`config.mk`:
```
export PLATFORM = sky130hd
export DESIGN_NAME = ddr_dp_width_conv
export DESIGN_NICKNAME = d
export VERILOG_FILES = /design/src/rtl/ddr_dp_pkg.sv /design/src/rtl/ddr_dp_beat_ctr.sv /design/src/rtl/ddr_dp_wr_lane.sv /design/src/rtl/ddr_dp_rd_lane.sv /design/src/rtl/ddr_dp_width_conv.sv
export SDC_FILE = /design/constraint.sdc
export NUM_CORES = 1
export LEC_CHECK = 0
export ABC_AREA = 0
export BUFFER_PORTS_ARGS = -buffer_cell sky130_fd_sc_hd__buf_2
export CORE_AREA = 2 2 79 81
export DETAILED_ROUTE_END_ITERATION = 10
export DIE_AREA = 0 0 81 83
export GPL_TIMING_DRIVEN = 0
export HOLD_SLACK_MARGIN = 0.15
export PLACE_DENSITY = 0.48
export SYNTH_ARGS = -nofsm -noshare
export SYNTH_HDL_FRONTEND = slang
export SYNTH_SLANG_ARGS = --single-unit
```
`constraint.sdc`:
```
create_clock -name clk -period 1.85 [get_ports clk]
set_input_delay 0.4625 -clock clk [delete_from_list [all_inputs] [get_ports clk]]
set_output_delay 0.4625 -clock clk [all_outputs]
set_load 0.01 [all_outputs]
```
`src/rtl/ddr_dp_pkg.sv`:
```
package ddr_dp_pkg;
  localparam int STATE_W = 3;
  localparam logic [STATE_W-1:0] ST_IDLE   = 3'd0;
  localparam logic [STATE_W-1:0] ST_ACT    = 3'd1;
  localparam logic [STATE_W-1:0] ST_RDCMD  = 3'd2;
  localparam logic [STATE_W-1:0] ST_CASW   = 3'd3;
  localparam logic [STATE_W-1:0] ST_RDATA  = 3'd4;
  localparam logic [STATE_W-1:0] ST_WRCMD  = 3'd5;
  localparam logic [STATE_W-1:0] ST_WDATA  = 3'd6;
  localparam logic [STATE_W-1:0] ST_WRREC  = 3'd7;
endpackage

```
`src/rtl/ddr_dp_beat_ctr.sv`:
```
module ddr_dp_beat_ctr #(
  parameter int WORDS = 4
) (
  input  logic clk,
  input  logic rst,
  input  logic en,
  output logic last_o
);
  localparam int CW = (WORDS > 1) ? $clog2(WORDS) : 1;
  localparam logic [CW-1:0] TOP = CW'(WORDS - 1);

  logic [CW-1:0] cnt;

  always_ff @(posedge clk) begin
    if (rst || !en) cnt <= '0;
    else if (cnt == TOP) cnt <= '0;
    else cnt <= cnt + 1'b1;
  end

  assign last_o = en && (cnt == TOP);
endmodule

```
`src/rtl/ddr_dp_wr_lane.sv`:
```
module ddr_dp_wr_lane #(
  parameter int MEM_W = 8
) (
  input  logic               clk,
  input  logic               rst,
  input  logic               en,
  input  logic [2*MEM_W-1:0] word_i,
  input  logic               last_i,
  output logic [MEM_W-1:0]   rise_o,
  output logic [MEM_W-1:0]   fall_o,
  output logic               oe_o,
  output logic               last_o
);
  always_ff @(posedge clk) begin
    if (rst || !en) begin
      rise_o <= '0;
      fall_o <= '0;
      oe_o   <= 1'b0;
      last_o <= 1'b0;
    end else begin
      rise_o <= word_i[MEM_W-1:0];
      fall_o <= word_i[2*MEM_W-1:MEM_W];
      oe_o   <= 1'b1;
      last_o <= last_i;
    end
  end
endmodule

```
`src/rtl/ddr_dp_rd_lane.sv`:
```
module ddr_dp_rd_lane #(
  parameter int MEM_W = 8
) (
  input  logic               clk,
  input  logic               rst,
  input  logic               en,
  input  logic [MEM_W-1:0]   rise_i,
  input  logic [MEM_W-1:0]   fall_i,
  input  logic               last_i,
  output logic [2*MEM_W-1:0] word_o,
  output logic               valid_o,
  output logic               last_o
);
  always_ff @(posedge clk) begin
    if (rst) begin
      word_o  <= '0;
      valid_o <= 1'b0;
      last_o  <= 1'b0;
    end else begin
      valid_o <= en;
      last_o  <= en && last_i;
      if (en) word_o <= {fall_i, rise_i};
    end
  end
endmodule

```
`src/rtl/ddr_dp_width_conv.sv`:
```
module ddr_dp_width_conv
  import ddr_dp_pkg::*;
#(
  parameter int MEM_W     = 8,
  parameter int BURST_LEN = 8
) (
  input  logic               clk,
  input  logic               rst,
  input  logic [2:0]         cmd_state_i,
  input  logic [2*MEM_W-1:0] host_wdata_i,
  input  logic [MEM_W-1:0]   mem_dq_rise_i,
  input  logic [MEM_W-1:0]   mem_dq_fall_i,
  output logic [MEM_W-1:0]   mem_dq_rise_o,
  output logic [MEM_W-1:0]   mem_dq_fall_o,
  output logic               mem_oe_o,
  output logic               wr_last_o,
  output logic [2*MEM_W-1:0] rd_data_o,
  output logic               rd_valid_o,
  output logic               rd_last_o
);
  localparam int WORDS = (BURST_LEN / 2 > 0) ? BURST_LEN / 2 : 1;

  logic wr_en, rd_en, wr_last_c, rd_last_c;

  assign wr_en = (cmd_state_i == ST_WDATA);
  assign rd_en = (cmd_state_i == ST_RDATA);

  ddr_dp_beat_ctr #(.WORDS(WORDS)) u_wr_ctr (
    .clk(clk), .rst(rst), .en(wr_en), .last_o(wr_last_c)
  );

  ddr_dp_beat_ctr #(.WORDS(WORDS)) u_rd_ctr (
    .clk(clk), .rst(rst), .en(rd_en), .last_o(rd_last_c)
  );

  ddr_dp_wr_lane #(.MEM_W(MEM_W)) u_wr (
    .clk(clk), .rst(rst), .en(wr_en), .word_i(host_wdata_i), .last_i(wr_last_c),
    .rise_o(mem_dq_rise_o), .fall_o(mem_dq_fall_o), .oe_o(mem_oe_o), .last_o(wr_last_o)
  );

  ddr_dp_rd_lane #(.MEM_W(MEM_W)) u_rd (
    .clk(clk), .rst(rst), .en(rd_en), .rise_i(mem_dq_rise_i), .fall_i(mem_dq_fall_i),
    .last_i(rd_last_c), .word_o(rd_data_o), .valid_o(rd_valid_o), .last_o(rd_last_o)
  );
endmodule

```
==> results by group <==
Clock network
  • Hold_buf cts: 0
  • TritonCTS buffer count: 5
  • Deepest clock path buffer count: 2
  • Clock root buffer: clkbuf_8
  • H-tree depth: 2
  • CTS tree: yes
  • Sink Count: 40
  • Post-CTS sizing: 0
  • CTS clk-pin slew, worst paths: around 0.080 ns
  • Post-CTS setup buffers: 0
  • Clk Latency, worst-skew pair: 0.29 ns

Pwr
  • Power Density: 827 nW/µm²
  • Worst ir drop on vdd: 0.501 mV
  • Total power: 0.00163 W
  • Leakage power: between 0.9 and 1 nW

Floorplan
  • Die ar.: about 6700 µm²
  • Die Span X: about 80 µm
  • Site row count: 28
  • Die Ht: 83 µm
  • Area of the core: roughly 5800 µm²
  • I/O Pins: between 70 and 80
  • Starting density of the core: between 20 and 25%

Layout
  • Share of post-route cells with drive strength above 1: a little over two fifths
  • Nets: about 240
  • Post-Layout Cell Count: 278
  • Antenna Diode Count: 0
  • Area of the multi-input gates: between 500 and 600 µm²
  • Most frequent cells in the layout: 74 x buf_2, 40 x dfxtp_1, 32 x nand2b_1, 18 x and2_1, 16 x mux2i_1
  • Area Overhead vs Synth: 39.1%
  • Storage cell area: about 800 µm²
  • # fillers: 608
  • Commonest non-fill, non-tap cell in the layout: buf_2
  • Final core utilization: around 34%

Synthesis
  • Synthesized instance count: about 120
  • Seq/Total Area, Yosys: 56.7%
  • Mapped Avg Cell Area: around 11 µm²
  • Mapped Area: 1410 µm²
  • Yosys Warn Count: 0
  • Distinct cells, synth: 16
  • Synthesis-stage register bit count: 40
  • Synth Net Count: 162

STA
  • Period utilisation layout: around 66%
  • Setup TNS: 0 ns
  • Final hold viol count: 0
  • RSZ-0062 raised after global routing: false
  • Fin crit period: 1.22 ns
  • Final setup viols: 0
  • Max-slew violation count: 0
  • Worst-margin pin slew: 0.363 ns
  • Setup Skew: approximately 0.0060 ns
  • Rel. slew slack: between 70% and 80%
  • PnR worst setup slack: about 0.63 ns
  • FMAX: about 0.82 GHz

Routing
  • Post-Route WL: approximately 3000 µm
  • Drt drc: 0
  • 1st-iter DRT viols: 28
  • Avg WL per Cell: ~11 µm
  • Vias per inst: just under 4
  • 1st-pass router iterations: 2
  • Detail Route Antenna Nets: 0
  • Routed vias: approximately 1100

Worst setup path
  • RR Startpoint: u_wr_ctr.cnt[0]
  • Worst path slowest cell: dfxtp_1
  • CP peak stage delay: ~0.34 ns
  • Top delay family on crit path: flip-flops
  • CP cell instances: buf_2
  • Startpoint Class: register
  • Worst Setup End Kind: output pin
  • Worst-path fanout max: 2
  • Required time worst endpoint: about 1.4 ns
  • CP bufs+invs: 1
  • Critical path origin: u_rd.word_o[2]
  • Crit path DAT: about 0.76 ns
  • Crit path kind: reg -> out

Status
  • Status: finished clean

GRT
  • Congestion Overflow GR: 0
  • First-pass GRT wire length: between 4000 and 5000 µm
  • Initial antenna violation count: 0
  • Number of global-route vias before repair: about 1100
  • GRT Resource Usage Total: 9.10%
  • Pin count of the biggest net entering global routing: 14

Placement
  • Placed Instances: 270
  • DP Wirelength: between 2000 and 2500 µm
  • IO Port Bufs: approximately 70
  • Routability-driven placement congestion ratio: about 0.64
  • Place WS: about 0.35 ns

Min path
  • Worst hold path type: in -> reg
  • Min-delay src: host_wdata_i[3]

Flow run
  • # Max-Cap Violations: 0
[routing by layer]
layer / wire [µm] / global-route usage [%] / up-vias / part of all wire, %
li1: - / - / 549 / -
met2: 1230 / 14.2 / 57 / 42
met1: 1330 / 10.4 / 480 / 45
met5: 0 / 0 / - / 0
met4: 38 / 3.24 / 0 / 1.3
met3: 359 / 4.89 / 6 / 12
[final timing paths]
kind | depth (start not counted) | end | slack (ns)
max reg2reg | 2 | u_wr_ctr.cnt[1] | 0.99
max | 1 | rd_data_o[2] | 0.63
min | 2 | u_wr.rise_o[3] | 0.36
min reg2reg | 1 | u_rd_ctr.cnt[0] | 0.44
[through the flow]
stage	area, µm²	hold slack [ns]
2_1_floorplan	1410	0.405
3_3_place_gp	1870	0.419
3_5_place_dp	1870	0.418
4_1_cts	1960	0.350
5_1_grt	1960	0.346
6_report	1960	0.363
[sequential cells by signal (all words and copies together), names as in the netlist]
register / flops
u_wr.last_o: 1
u_rd.word_o: 16
u_wr.fall_o: 8
u_rd.last_o: 1
u_rd.valid_o: 1
u_wr.rise_o: 8
u_rd_ctr.cnt: 2
u_wr.oe_o: 1
u_wr_ctr.cnt: 2
[synth_stat cells, drive strengths merged]
master | n | share of area, %
or4b | 1 | 0.97
nor3 | 1 | 0.35
nor3b | 3 | 2.3
mux2i | 16 | 11
nand2b | 32 | 14
nor4bb | 1 | 0.71
buf | 4 | 2.0
and3b | 1 | 0.62
ha | 2 | 1.8
dfxtp | 40 | 57
inv | 1 | 0.27
clkbuf | 3 | 0.80
and2 | 18 | 8.0
[area by class of cell]
type | count | area share, %
repair buffers | 72 | 18.3
clock buffers | 6 | 4.20
flip-flops and latches | 40 | 40.8
inverters | 1 | 0.191
clock inverters | 2 | 0.764
plain buffers | 7 | 2.04
well taps | 75 | 4.78
multi-input cells | 75 | 28.9
[power breakdown]
part	internal, W	switching, W	leakage, nW
Clock	0.000302	0.000305	0.0434
Combinational	0.0000737	0.0000568	0.578
Sequential	0.000881	0.00000793	0.324
Total	0.00126	0.000369	0.946
[kinds of logic (layout without fill, tap and decap cells)]
kind of cell | count (synthesis) | in the layout | share of synthesized area, %
mux | 16 | 16 | 11.3
flops | 40 | 40 | 56.7
buf+inv | 8 | 88 | 3.10
simple gates | 57 | 57 | 27.1
fa+ha+maj | 2 | 2 | 1.77
Note: power is estimated with default switching activity, not from simulation.
